### config.mk
export PLATFORM = sky130hd
export DESIGN_NAME = tt_top
export DESIGN_NICKNAME = d
export VERILOG_FILES = /design/src/rtl/tt_pkg.sv /design/src/rtl/tt_array.sv /design/src/rtl/tt_walker.sv /design/src/rtl/tt_errlog.sv /design/src/rtl/tt_top.sv
export SDC_FILE = /design/constraint.sdc
export NUM_CORES = 1
export LEC_CHECK = 0
export BUFFER_PORTS_ARGS = -buffer_cell sky130_fd_sc_hd__buf_2
export CAP_MARGIN = 40
export CORE_MARGIN = 2
export CORE_UTILIZATION = 50
export CTS_BUF_LIST = sky130_fd_sc_hd__clkbuf_16
export DETAILED_ROUTE_END_ITERATION = 12
export PLACE_DENSITY_LB_ADDON = 0.15
export REMOVE_ABC_BUFFERS = 1
export SYNTH_ARGS = -nofsm -noshare
export SYNTH_HDL_FRONTEND = slang
export SYNTH_SLANG_ARGS = --single-unit
### constraint.sdc
create_clock -name clk -period 3.5 [get_ports clk]
set_input_delay 0.35 -clock clk [delete_from_list [all_inputs] [get_ports clk]]
set_output_delay 0.35 -clock clk [all_outputs]
set_load 0.05 [all_outputs]
### src/rtl/tt_pkg.sv
// Shared types for the translation table.
// Assumes nothing beyond being compiled before the modules that import it.
package tt_pkg;
    typedef enum logic [1:0] {
        WALK_IDLE  = 2'd0,
        WALK_SCRUB = 2'd1,
        WALK_INV   = 2'd2
    } walk_mode_e;
endpackage

### src/rtl/tt_array.sv
// Entry storage: valid, tag, address and one parity bit per entry.
// Computes a per-entry bad-parity flag and applies parity fault injection.
// Assumes at most one fill per cycle; a fill to an entry beats a kill to it.
module tt_array #(
    parameter int N         = 8,
    parameter int TAG_W     = 12,
    parameter int ADDR_W    = 16,
    parameter int IDX_W     = 3,
    parameter bit PARITY_EN = 1'b1
) (
    input  logic                         clk,
    input  logic                         rst_n,
    input  logic                         fill_valid,
    input  logic [IDX_W-1:0]             fill_idx,
    input  logic [TAG_W-1:0]             fill_tag,
    input  logic [ADDR_W-1:0]            fill_addr,
    input  logic                         inj_valid,
    input  logic [IDX_W-1:0]             inj_idx,
    input  logic [N-1:0]                 kill,
    output logic [N-1:0]                 ent_valid,
    output logic [N-1:0][TAG_W-1:0]      ent_tag,
    output logic [N-1:0][ADDR_W-1:0]     ent_addr,
    output logic [N-1:0]                 ent_bad
);
    logic [N-1:0] par_q;
    logic         armed_q;
    logic [IDX_W-1:0] armed_idx_q;
    logic         flip;

    // Injection flips parity only on a fill that hits the armed index.
    assign flip = armed_q && fill_valid && (fill_idx == armed_idx_q);

    // Arm on request; consume on the targeted fill; a new request re-arms.
    always_ff @(posedge clk) begin
        if (!rst_n) begin
            armed_q     <= 1'b0;
            armed_idx_q <= '0;
        end else begin
            if (flip)
                armed_q <= 1'b0;
            if (inj_valid) begin
                armed_q     <= 1'b1;
                armed_idx_q <= inj_idx;
            end
        end
    end

    for (genvar i = 0; i < N; i++) begin : g_ent
        // Write on fill, else drop on kill.
        always_ff @(posedge clk) begin
            if (!rst_n) begin
                ent_valid[i] <= 1'b0;
                ent_tag[i]   <= '0;
                ent_addr[i]  <= '0;
                par_q[i]     <= 1'b0;
            end else if (fill_valid && (fill_idx == IDX_W'(i))) begin
                ent_valid[i] <= 1'b1;
                ent_tag[i]   <= fill_tag;
                ent_addr[i]  <= fill_addr;
                par_q[i]     <= (^{fill_tag, fill_addr}) ^ flip;
            end else if (kill[i]) begin
                ent_valid[i] <= 1'b0;
            end
        end

        if (PARITY_EN) begin : g_chk
            // Recompute parity and compare with the stored bit.
            assign ent_bad[i] = par_q[i] ^ (^{ent_tag[i], ent_addr[i]});
        end else begin : g_nochk
            assign ent_bad[i] = 1'b0;
        end
    end
endmodule

### src/rtl/tt_walker.sv
// Table walker: runs full scrub or invalidation passes and paced background visits.
// Visits happen only on idle cycles; a starting request suppresses the visit that cycle.
// Assumes requests are already gated by the caller with "not busy".
module tt_walker
    import tt_pkg::*;
#(
    parameter int N     = 8,
    parameter int IDX_W = 3,
    parameter int IVL_W = 8
) (
    input  logic             clk,
    input  logic             rst_n,
    input  logic             idle,
    input  logic             scrub_req,
    input  logic             inv_req,
    input  logic [IVL_W-1:0] interval,
    output logic             visit,
    output logic [IDX_W-1:0] visit_idx,
    output logic             inv_mode,
    output logic             busy
);
    walk_mode_e       mode_q;
    logic [IDX_W-1:0] ptr_q;
    logic [IVL_W-1:0] cnt_q;
    logic             starting;
    logic             bg_due;

    assign starting  = (mode_q == WALK_IDLE) && (scrub_req || inv_req);
    assign bg_due    = (interval != '0) && (({1'b0, cnt_q} + 1'b1) >= {1'b0, interval});
    assign visit     = idle && !starting && ((mode_q != WALK_IDLE) || bg_due);
    assign visit_idx = ptr_q;
    assign inv_mode  = (mode_q == WALK_INV);
    assign busy      = (mode_q != WALK_IDLE);

    // Pass state, walk pointer and background pacing counter.
    always_ff @(posedge clk) begin
        if (!rst_n) begin
            mode_q <= WALK_IDLE;
            ptr_q  <= '0;
            cnt_q  <= '0;
        end else if (starting) begin
            mode_q <= inv_req ? WALK_INV : WALK_SCRUB;
            ptr_q  <= '0;
            cnt_q  <= '0;
        end else if (visit) begin
            ptr_q <= (ptr_q == IDX_W'(N - 1)) ? '0 : ptr_q + 1'b1;
            cnt_q <= '0;
            if (mode_q != WALK_IDLE && ptr_q == IDX_W'(N - 1))
                mode_q <= WALK_IDLE;
        end else if (mode_q == WALK_IDLE && idle && interval != '0) begin
            cnt_q <= cnt_q + 1'b1;
        end
    end
endmodule

### src/rtl/tt_errlog.sv
// Correctable-error log: saturating event count, first failing index, event pulse.
// Assumes err_vec marks the entries removed for bad parity at this edge.
module tt_errlog #(
    parameter int N     = 8,
    parameter int IDX_W = 3,
    parameter int CNT_W = 4
) (
    input  logic             clk,
    input  logic             rst_n,
    input  logic [N-1:0]     err_vec,
    input  logic             clear,
    output logic [CNT_W-1:0] count,
    output logic [IDX_W-1:0] first_idx,
    output logic             first_valid,
    output logic             irq
);
    logic             any_err;
    logic [IDX_W-1:0] low_idx;

    assign any_err = |err_vec;

    // Lowest flagged index.
    always_comb begin
        low_idx = '0;
        for (int i = N - 1; i >= 0; i--)
            if (err_vec[i]) low_idx = IDX_W'(i);
    end

    // Update the log; clear first, then apply a same-cycle event.
    always_ff @(posedge clk) begin
        if (!rst_n) begin
            count       <= '0;
            first_idx   <= '0;
            first_valid <= 1'b0;
            irq         <= 1'b0;
        end else begin
            irq <= any_err;
            if (clear) begin
                count       <= any_err ? CNT_W'(1) : '0;
                first_valid <= any_err;
                if (any_err) first_idx <= low_idx;
            end else if (any_err) begin
                if (count != '1) count <= count + 1'b1;
                if (!first_valid) begin
                    first_valid <= 1'b1;
                    first_idx   <= low_idx;
                end
            end
        end
    end
endmodule

### src/rtl/tt_top.sv
// Parity-protected translation table with lookup, fill, range invalidation,
// background and manual scrubbing, and a correctable-error log.
// Assumes one fill per cycle; lookups answer one cycle later.
module tt_top #(
    parameter int N         = 8,
    parameter int TAG_W     = 12,
    parameter int ADDR_W    = 16,
    parameter int IVL_W     = 8,
    parameter int CNT_W     = 4,
    parameter bit PARITY_EN = 1'b1,
    localparam int IDX_W    = (N > 1) ? $clog2(N) : 1
) (
    input  logic              clk,
    input  logic              rst_n,
    input  logic              lu_valid,
    input  logic [TAG_W-1:0]  lu_tag,
    output logic              lu_done,
    output logic              lu_hit,
    output logic [ADDR_W-1:0] lu_addr,
    input  logic              fill_valid,
    input  logic [IDX_W-1:0]  fill_idx,
    input  logic [TAG_W-1:0]  fill_tag,
    input  logic [ADDR_W-1:0] fill_addr,
    input  logic              inv_valid,
    input  logic [TAG_W-1:0]  inv_base,
    input  logic [TAG_W-1:0]  inv_mask,
    input  logic              scrub_start,
    input  logic [IVL_W-1:0]  scrub_interval,
    input  logic              inj_valid,
    input  logic [IDX_W-1:0]  inj_idx,
    input  logic              log_clear,
    output logic              walk_busy,
    output logic [CNT_W-1:0]  err_count,
    output logic [IDX_W-1:0]  err_first_idx,
    output logic              err_first_valid,
    output logic              err_irq
);
    logic [N-1:0]              ent_valid, ent_bad, kill, err_vec;
    logic [N-1:0][TAG_W-1:0]   ent_tag;
    logic [N-1:0][ADDR_W-1:0]  ent_addr;
    logic [N-1:0]              tag_eq, good_hit, lu_bad, vis_hit, vis_bad, vis_match;
    logic                      visit, inv_mode, idle, inv_acc;
    logic [IDX_W-1:0]          visit_idx;
    logic [TAG_W-1:0]          base_q, mask_q;
    logic [ADDR_W-1:0]         hit_addr;

    assign idle    = !lu_valid && !fill_valid;
    assign inv_acc = inv_valid && !walk_busy;

    for (genvar i = 0; i < N; i++) begin : g_cmp
        assign tag_eq[i]    = ent_valid[i] && (ent_tag[i] == lu_tag);
        assign good_hit[i]  = tag_eq[i] && !ent_bad[i];
        assign lu_bad[i]    = lu_valid && tag_eq[i] && ent_bad[i];
        assign vis_hit[i]   = visit && (visit_idx == IDX_W'(i)) && ent_valid[i];
        assign vis_bad[i]   = vis_hit[i] && ent_bad[i];
        assign vis_match[i] = vis_hit[i] && inv_mode &&
                              (((ent_tag[i] ^ base_q) & mask_q) == '0);
    end

    assign kill    = lu_bad | vis_bad | vis_match;
    assign err_vec = lu_bad | vis_bad;

    // Address of the lowest-index good hit.
    always_comb begin
        hit_addr = '0;
        for (int i = N - 1; i >= 0; i--)
            if (good_hit[i]) hit_addr = ent_addr[i];
    end

    // Registered lookup response.
    always_ff @(posedge clk) begin
        if (!rst_n) begin
            lu_done <= 1'b0;
            lu_hit  <= 1'b0;
            lu_addr <= '0;
        end else begin
            lu_done <= lu_valid;
            lu_hit  <= lu_valid && (|good_hit);
            lu_addr <= lu_valid ? hit_addr : '0;
        end
    end

    // Hold the invalidation range for the duration of the pass.
    always_ff @(posedge clk) begin
        if (!rst_n) begin
            base_q <= '0;
            mask_q <= '0;
        end else if (inv_acc) begin
            base_q <= inv_base;
            mask_q <= inv_mask;
        end
    end

    tt_array #(
        .N(N), .TAG_W(TAG_W), .ADDR_W(ADDR_W), .IDX_W(IDX_W), .PARITY_EN(PARITY_EN)
    ) u_array (
        .clk(clk), .rst_n(rst_n),
        .fill_valid(fill_valid), .fill_idx(fill_idx),
        .fill_tag(fill_tag), .fill_addr(fill_addr),
        .inj_valid(inj_valid), .inj_idx(inj_idx), .kill(kill),
        .ent_valid(ent_valid), .ent_tag(ent_tag), .ent_addr(ent_addr), .ent_bad(ent_bad)
    );

    tt_walker #(.N(N), .IDX_W(IDX_W), .IVL_W(IVL_W)) u_walker (
        .clk(clk), .rst_n(rst_n), .idle(idle),
        .scrub_req(scrub_start && !walk_busy), .inv_req(inv_acc),
        .interval(scrub_interval), .visit(visit), .visit_idx(visit_idx),
        .inv_mode(inv_mode), .busy(walk_busy)
    );

    tt_errlog #(.N(N), .IDX_W(IDX_W), .CNT_W(CNT_W)) u_log (
        .clk(clk), .rst_n(rst_n), .err_vec(err_vec), .clear(log_clear),
        .count(err_count), .first_idx(err_first_idx),
        .first_valid(err_first_valid), .irq(err_irq)
    );
endmodule

==> run metrics, run 1 <==
status=finished, violations left; failing checks=setup timing; vias after detailed routing=15,900; peak supply drop=~0.44 mV; vias in the first global route=between 15,000 and 20,000; TritonRoute pass-1 iters=7; Seq/Total Area, Yosys=0.343; DR WL/cell=between 20 and 25 µm; Max Freq=0.282 GHz; TritonCTS clock tree=yes; syn_area_per_cell=around 8.2 µm²; Final Cycle Share=1.01; I/O Pins=~110; filler instances=~3,200; PortBufs=113; min Tclk post-route=3550 ps; wire length on met2=between 20,000 and 30,000 µm; Required @ worst endpoint=between 3000 and 4000 ps; hpwl dp=about 43,000 µm; Synth Flop Type=dfxtp_1; leakage=around 0.0084 µW; crit path kind=register to register; Crit. End Element=register; r2r setup slk=-50 ps; post-route ant nets=0; nets@finish=2,427; Reg area=0.00618 mm²; clock buffer depth=3; # rows=69; GRT Total Usage=0.323; Worst-path clk slew=roughly 60 ps; HP Start=inv_base[5]; Area Overhead vs Synth=17.8%; TritonCTS Buffers=37; placeable core area=approximately 0.035 mm²; starting DRC count in detailed routing=between 1,000 and 1,500; Hold Path Sink=base_q[5]; Die H=between 150 and 200 µm; synth unique cells=64; CTS Sinks=308; commonest non-fill, non-tap cell in the layout=nand2_1; # diodes=0; Overflow after GRT=0; Via-to-Cell Ratio=5.63; drt total wl=61,700 µm; share of layout cells above drive strength 1=0.170; R2R cell count=17; H-tree depth=2; initial core utilization=0.507; Rel. slew slack=0.420; Syn. warnings=0; post-layout utilization of the core=0.597; pins over their slew limit=0; worst flop-to-flop path endpoint=u_log.count[2]; pwr/cell area=around 440 mW/mm²; area of the multi-input gates=0.0113 mm²; Final Hold Fails=0; MaxCap Viol Count=0; RSZ-0062 raised after global routing=true; Die Area=~0.038 mm²; final setup fails=2; first-pass GRT wire length=93,600 µm; WL met3=between 5000 and 6000 µm; post-synthesis cell count=~2,200; Clock Tree Root=clkbuf_16; Post-Syn Area=approximately 0.018 mm²; Final Wtd Congestion=roughly 0.95; worst hold path depth=3; EDFF count, synth=0; Final Skew=between 10 and 15 ps; initial antenna violation count=0; hold crit path type=primary input to register; Worst-Margin Slew=between 800 and 900 ps; routed length on met1=about 26,000 µm; Hold WS=around 54 ps; Worst EP arrival=roughly 4000 ps; worst skew pair latency=around 550 ps; uppermost layer routed=met4; most frequent cells in the layout=nand2_1, dfxtp_1, xnor2_1; Max Fanout on Critical Path=4; Startpoint Class=register; ys async rst share=0; Yosys reg bits=308; final worst slack=-47.2 ps; Die Wd=around 190 µm; largest net degree at the start of global routing=roughly 150; Reg2Reg Launch Point=u_walker.cnt_q[1]; # DRC=0
-- synth_stat cells, types with 4 or more instances --
library cell,count,area [µm²]
a2111oi_0,14,123
a21boi_0,264,1980
a21oi_1,15,75.1
a221o_1,14,140
a221oi_1,11,96.3
a221oi_2,9,135
a22oi_1,30,225
and3_1,5,31.3
buf_1,9,33.8
clkbuf_1,155,582
dfxtp_1,308,6170
ha_1,16,200
inv_1,36,135
mux2_2,15,169
mux2i_1,4,40.0
nand2_1,586,2200
nand2b_1,4,25.0
nand3_1,45,225
nand4_1,30,188
nor2_1,50,188
nor2b_1,12,75.1
nor3_1,9,45.0
nor4_1,10,62.6
o211ai_1,9,67.6
o21ai_0,11,55.1
o22ai_1,4,25.0
or2_2,19,119
xnor2_1,274,2400
xnor3_1,15,338
xor2_1,156,1370
-- power by group --
group          switching [µW]  internal (µW)
registers                 175           3600
logic                     879            648
clock network            1600           2430
total                    2650           6670
-- worst max-delay path by stage --
stage	startpoint	to	slack (ps)	depth (start not counted)
final	u_walker.cnt_q[1]	u_log.count[2]	-50	17
after global placement	u_walker.cnt_q[1]	u_log.count[2]	-110	16
after CTS	u_walker.cnt_q[2]	u_log.count[2]	-80	16
after global routing	u_walker.cnt_q[1]	u_log.count[2]	-220	17
after detailed placement	u_walker.cnt_q[1]	u_log.count[2]	-180	16
after floorplan	u_walker.cnt_q[0]	u_log.count[2]	-240	14
-- stage by stage --
step	power, µW	instances	cell area (µm²)	setup slack (ps)	setup TNS (ps)
finish	9330	2814	21200	-47.2	-57.0
global placement	5280	2734	19600	-113	-113
floorplan	4620	2027	17300	-237	-1180
global route	9640	2814	21200	-221	-571
detailed placement	5290	2735	19600	-184	-224
CTS	9310	2803	20900	-77.3	-77.3
-- routing by layer --
| metal | vias up | GRT usage |
|---|---|---|
| met3 | 150 | 0.0588 |
| met2 | 632 | 0.510 |
| met1 | 7535 | 0.434 |
| met4 | 0 | 0.133 |
| met5 | - | 0 |
| li1 | 7535 | - |
-- critical path, cell delays in order (launching register included) --
cell and delay, ps:
dfxtp_4 360, and3_4 190, nand3_2 90, inv_2 80, nand3_2 90, xnor2_1 130
ha_1 300, nand3_2 80, o221ai_2 170, a211oi_2 80, o41a_1 430, buf_4 190
o31ai_4 250, o2bb2ai_4 170, nor4_4 70, buf_4 150, or4bb_1 470, o211a_1 140
-- state kept, by name, indices dropped and copies added, names as in the netlist --
register,count
lu_addr,16
u_array.par_q,8
u_array.ent_tag,96
u_log.count,4
u_array.armed_idx_q,3
u_walker.cnt_q,8
u_log.first_idx,3
lu_hit,1
u_array.ent_addr,128
mask_q,12
u_walker.visit_idx,3
u_log.irq,1
u_array.armed_q,1
u_log.first_valid,1
u_array.ent_valid,8
u_walker.mode_q,2
base_q,12
lu_done,1
-- what timing repair did --
item                       in CTS  in global routing
setup buffers                   1                  9
hold buffers                    0                  0
gates cloned                    0                  2
pin swaps                       5                 16
setup endpoints to repair       5                 18
resized for setup              13                 37
-- cells by family (layout without fill, tap and decap cells) --
| kind of cell | after synthesis | in the layout | synth area share |
|---|---|---|---|
| and+or+nand+nor | 783 | 783 | 0.181 |
| xor gates and xnor gates | 445 | 445 | 0.228 |
| AOI/OAI and AO/OA | 420 | 421 | 0.182 |
| DFF | 308 | 308 | 0.343 |
| buffers and inverters | 204 | 361 | 0.0433 |
| muxes | 19 | 19 | 0.0116 |
| adders and majority gates | 16 | 16 | 0.0111 |
-- final cells by class --
type | count | share of cell area
inverters | 36 | 0.00638
clock buffers | 38 | 0.0449
clock inverters | 29 | 0.0146
repair buffers | 258 | 0.0812
multi-input cells | 1684 | 0.534
well taps | 461 | 0.0272
flip-flops and latches | 308 | 0.291
(Power assumes the default switching activity.)
==> run 2: changes to the inputs <==
--- a/config.mk
+++ b/config.mk
@@ -9,7 +9,6 @@
 export CAP_MARGIN = 40
 export CORE_MARGIN = 2
 export CORE_UTILIZATION = 50
-export CTS_BUF_LIST = sky130_fd_sc_hd__clkbuf_16
 export DETAILED_ROUTE_END_ITERATION = 12
 export PLACE_DENSITY_LB_ADDON = 0.15
 export REMOVE_ABC_BUFFERS = 1
==> run metrics, run 2 (synthesis gave the netlist of run 1 again) <==
status=finished, violations left; failing checks=setup timing; clock buffer depth=3 (unchanged); TritonCTS clock tree=yes; CTS Sinks=308 (unchanged); worst hold path depth=3 (unchanged); Startpoint Class=register; DR WL/cell=21.9 µm (about the same); initial antenna violation count=0 (unchanged); Rel. slew slack=0.409 (-0.0111); filler instances=3,218 (-0.25%); clock power share=0.441 (+0.009); Comb power frac=0.161 (-0.003); RSZ-0062 raised after global routing=true; # diodes=0 (unchanged); I/O Pins=114 (unchanged); first-pass GRT wire length=93,500 µm (about the same); Area Overhead vs Synth=18.1%; NetSw=2660 µW (+0.37%); Final Hold Fails=0 (unchanged); commonest non-fill, non-tap cell in the layout=nand2_1; drt total wl=61,800 µm (about the same); most frequent cells in the layout=nand2_1, dfxtp_1, xnor2_1; hold crit path type=primary input to register; Required @ worst endpoint=3940 ps (about the same); nets@finish=2,427 (unchanged); pins over their slew limit=0 (unchanged); H-tree depth=2 (unchanged); HP Start=inv_base[6]; Hold WS=54.2 ps (+0.617 ps); r2r setup slk=-50 ps (about the same); Die Wd=194 µm (unchanged); starting DRC count in detailed routing=1,468 (+2.2%); MaxCap Viol Count=0 (unchanged); Reg with most FFs=u_array.ent_addr; Hold Path Sink=base_q[6]; TritonCTS Buffers=37 (unchanged); switch share=0.280 (-0.00410); initial core utilization=0.507 (unchanged); vias in the first global route=15,500 (-0.17%); vias after detailed routing=15,900 (+0.38%); fin cells=2,814 (unchanged); Reg2Reg Launch Point=u_walker.cnt_q[1]; Largest register FFs=128 (unchanged); Max Freq=0.282 GHz (about the same); Max Fanout on Critical Path=4 (unchanged); R2R cell count=17 (unchanged); post-route ant nets=0 (unchanged); PortBufs=113 (unchanged); crit path kind=register to register; final setup fails=2 (unchanged); dpl cells=2,735 (unchanged); # DRC=0 (unchanged); Worst-path clk slew=60 ps (about the same); worst slack at placement=-184 ps (unchanged); Die Area=0.0375 mm² (unchanged); Power Internal=6830 µW (+2.4%); Largest regs=u_array.ent_addr (128), u_array.ent_tag (96), lu_addr (16); Crit. End Element=register; # rows=69 (unchanged); post-layout utilization of the core=0.599 (+0.00169); Die H=194 µm (unchanged); pwr/cell area=447 mW/mm² (+1.5%); final worst slack=-46.6 ps (+0.586 ps); Final Skew=13.2 ps (-0.0734 ps); GRT Total Usage=0.322 (about the same); Overflow after GRT=0 (unchanged); largest net degree at the start of global routing=149 (unchanged); Final Cycle Share=1.01 (about the same); Worst EP arrival=3990 ps (about the same); share of layout cells above drive strength 1=0.173 (+0.00255); leakage=0.00837 µW (about the same); peak supply drop=0.438 mV (about the same); Clock Tree Root=clkbuf_16; worst skew pair latency=550 ps (about the same); min Tclk post-route=3550 ps (-0.586 ps); Seq pwr share=0.397 (-0.008); Via-to-Cell Ratio=5.65 (+0.38%); placeable core area=0.0355 mm² (unchanged); Worst-Margin Slew=887 ps (+16.7 ps); hpwl dp=42,700 µm (unchanged); TritonRoute pass-1 iters=6 (-1); Final Wtd Congestion=0.949 (unchanged); worst flop-to-flop path endpoint=u_log.count[2]
==> run 2: cell count changes in the layout (fill, tap and decap cells not counted) <==
| cell | before | now |
|---|---|---|
| inv_1 | 45 | 35 |
| clkinv_1 | 6 | 0 |
| clkbuf_1 | 0 | 10 |
| clkbuf_8 | 0 | 6 |
==> run 2: area by class of cell <==
cell class / count / area [µm²] / share of cell area
clock inverter: 13 / 249 / 0.0117
multi-input combinational: 1684 / 11300 / 0.533
inverter: 36 / 135 / 0.00636
timing repair buffer: 258 / 1720 / 0.0810
clock buffer: 54 / 1070 / 0.0504
sequential: 308 / 6180 / 0.291
tap: 461 / 577 / 0.0271
==> run 2: worst max-delay path: stages, from the launching register on <==
cell and delay (ps):
dfxtp_4 360, and3_4 190, nand3_2 90, inv_2 80
nand3_2 90, xnor2_1 130, ha_1 300, nand3_2 80
o221ai_2 170, a211oi_2 80, o41a_1 430, buf_4 190
o31ai_4 240, o2bb2ai_4 170, nor4_4 70, buf_4 150
or4bb_1 470, o211a_1 140
==> run 2: layer usage <==
metal / share of wire / vias to the layer above / track usage
met5: 0 / - / 0
met4: 0.044 / 0 / 0.133
met1: 0.43 / 7589 / 0.434
li1: - / 7533 / -
met3: 0.079 / 152 / 0.0579
met2: 0.44 / 638 / 0.510
==> run 2: worst max-delay path by stage <==
stage                            startpoint             end
final                     u_walker.cnt_q[1]  u_log.count[2]
after global routing      u_walker.cnt_q[1]  u_log.count[2]
after CTS                 u_walker.cnt_q[2]  u_log.count[2]
after detailed placement  u_walker.cnt_q[1]  u_log.count[2]
after global placement    u_walker.cnt_q[1]  u_log.count[2]
after floorplan           u_walker.cnt_q[0]  u_log.count[2]
==> run 2: what timing repair did <==
item	in CTS	in global routing
hold buffers	0	0
gates resized for setup	13	37
buffers inserted	1	9
pin swaps	5	16
cloned	0	2
setup endpoints to repair	5	18
==> run 2: power groups by stage <==
stage          registers, µW  clock network [µW]  logic [µW]
6_report                3770                4190        1530
3_3_place_gp            3840                   0        1440
4_1_cts                 3770                4240        1480
5_1_grt                 3780                4400        1630
3_5_place_dp            3840                   0        1450
2_1_floorplan           3780                   0         833
==> run 2: stage by stage <==
step	setup TNS [ps]	area (µm²)	total power, µW
finish	-57.0	21300	9500
global route	-571	21300	9810
global placement	-113	19600	5280
CTS	-77.3	21000	9480
floorplan	-1180	17300	4620
detailed placement	-224	19600	5290
==> run 3: changes to the inputs <==
--- a/config.mk
+++ b/config.mk
@@ -9,9 +9,11 @@
 export CAP_MARGIN = 40
 export CORE_MARGIN = 2
 export CORE_UTILIZATION = 50
+export CTS_BUF_LIST = sky130_fd_sc_hd__clkbuf_4
 export DETAILED_ROUTE_END_ITERATION = 12
 export PLACE_DENSITY_LB_ADDON = 0.15
 export REMOVE_ABC_BUFFERS = 1
+export SLEW_MARGIN = 20
 export SYNTH_ARGS = -nofsm -noshare
 export SYNTH_HDL_FRONTEND = slang
 export SYNTH_SLANG_ARGS = --single-unit
==> run metrics, run 3 (synthesis gave the netlist of run 1 again) <==
starting DRC count in detailed routing=1,456 (-0.82%); crit-path leading delay family=compound AO/OA/AOI/OAI gates; Overall Power=8690 µW (-8.5%); share of layout cells above drive strength 1=0.193 (+0.0196); Max Fanout on Critical Path=6 (+2); H-tree depth=3 (+1); most used cell along the critical path=nand3_2; TritonCTS clock tree=yes; fin cells=2,954 (+5.0%); vias in the first global route=16,100 (+3.9%); worst path bufs/invs=2 (-1); initial antenna violation count=1 (+1); largest net degree at the start of global routing=149 (unchanged); pwr/cell area=404 mW/mm² (-9.7%); r2r setup slk=-80 ps (-30 ps); Worst Setup SP=u_walker.cnt_q[1]; commonest non-fill, non-tap cell in the layout=nand2_1; dpl cells=2,735 (unchanged); final setup fails=2 (unchanged); Clock Tree Root=clkbuf_4; PortBufs=113 (unchanged); most frequent cells in the layout=nand2_1, dfxtp_1, xnor2_1; TritonRoute pass-1 iters=8 (+2); leakage=0.00862 µW (+3.0%); worst flop-to-flop path endpoint=u_log.count[2]; Worst EP arrival=4250 ps (+260 ps); peak supply drop=0.240 mV (-45%); Crit. End Element=register; RSZ-0062 raised after global routing=true; drt total wl=62,400 µm (+0.99%); Area Overhead vs Synth=19.7%; Hold Path Sink=u_walker.visit_idx[2]; Required @ worst endpoint=4170 ps (+230 ps); Final Skew=53.8 ps (+40.6 ps); post-route ant nets=0 (unchanged); MaxCap Viol Count=0 (unchanged); min Tclk post-route=3580 ps (+30.7 ps); post-layout utilization of the core=0.607 (+0.00772); Largest register FFs=128 (unchanged); hpwl dp=42,700 µm (unchanged); Final Cycle Share=1.02 (+0.00878); # rows=69 (unchanged); first-pass GRT wire length=95,200 µm (+1.8%); Worst-path clk slew=60 ps (about the same); Final Hold Fails=0 (unchanged); CTS Sinks=308 (unchanged); DR WL/cell=21.1 µm (-3.8%); crit path kind=register to register; Rel. slew slack=0.452 (+0.0432); initial core utilization=0.507 (unchanged); pins over their slew limit=0 (unchanged); Die Wd=194 µm (unchanged); slowest stage cell, crit path=o41a_1; # DRC=0 (unchanged); GRT Total Usage=0.329 (+0.00640); clock buffer depth=3 (unchanged); Reg with most FFs=u_array.ent_addr; failing checks=setup timing; HP Start=fill_valid; hold crit path type=primary input to register; vias after detailed routing=16,400 (+2.9%); I/O Pins=114 (unchanged); final worst slack=-77.3 ps (-30.7 ps); worst skew pair latency=810 ps (+260 ps); worst hold path depth=4 (+1); TritonCTS Buffers=87 (+140%); CP Cell Sequence=and3_4 -> nand3_2 -> inv_2 -> nand3_4 -> xnor2_2 -> ha_1 -> nand3_2 -> o221ai_2 -> a211oi_2 -> o41a_1 -> o31a_1 -> o22ai_2 -> nor4_2 -> buf_4 -> or4bb_1 -> o211a_1; Die H=194 µm (unchanged); Reg2Reg Launch Point=u_walker.cnt_q[1]; Via-to-Cell Ratio=5.54 (-2.0%); R2R cell count=16 (-1); Die Area=0.0375 mm² (unchanged); Startpoint Class=register; Max Freq=0.280 GHz (-0.86%); placeable core area=0.0355 mm² (unchanged); nets@finish=2,536 (+4.5%); Worst-Margin Slew=821 ps (-65.9 ps); slowest stage delay, CP=500 ps (+30 ps); Overflow after GRT=0 (unchanged); status=finished, violations left; Largest regs=u_array.ent_addr (128), u_array.ent_tag (96), lu_addr (16); Final Wtd Congestion=0.949 (unchanged)
==> run 3: worst max path at each step <==
stage / to / cells past startpoint
finish: u_log.count[2] / 16
global route: u_log.count[2] / 16
CTS: u_log.count[2] / 16
detailed placement: u_log.count[2] / 16
global placement: u_log.count[2] / 16
floorplan: u_log.count[2] / 14
==> run 3: cell type report <==
class | instances | area, µm²
sequential | 308 | 6170
antenna | 1 | 2.50
clock inverter | 16 | 98.8
inverter | 36 | 135
fill | 3227 | 14000
tap | 461 | 577
timing repair buffer | 317 | 2330
clock buffer | 131 | 983
multi-input combinational | 1684 | 11200
==> run 3: tightest hold or removal path, stage by stage <==
cell and delay, ps:
buf_2 130, nor2_1 90, nand2_1 140, a21oi_1 80
==> run 3: metal layers <==
metal,vias to the layer above,GRT usage,wire (µm)
met5,-,0,0
met4,0,0.141,2550
met3,151,0.0617,5080
met2,708,0.524,27800
met1,7717,0.436,27000
li1,7799,-,-
==> run 3: timing repair <==
action,in CTS,in global routing
hold endpoints to repair,232,0
gates cloned,0,1
gates resized for setup,13,19
hold buffers,61,0
pin swaps,5,13
setup buffers,1,7
endpoints found under the setup margin,3,18
==> run 3: through the flow <==
step / hold slack [ps] / setup TNS [ps] / setup slack (ps) / cell area [µm²]
after floorplan: 443 / -1180 / -237 / 17300
after global placement: 453 / -113 / -113 / 19600
after CTS: 17.5 / -77.1 / -77.1 / 21400
final: 55.6 / -87.8 / -77.3 / 21500
after detailed placement: 448 / -224 / -184 / 19600
after global routing: 30.5 / -894 / -227 / 21500
==> run 3: power breakdown <==
group          total [µW]  switching [µW]  internal, µW
Sequential           3770             172          3600
Combinational        1560             869           692
Clock                3350            1590          1760
Total                8690            2630          6050
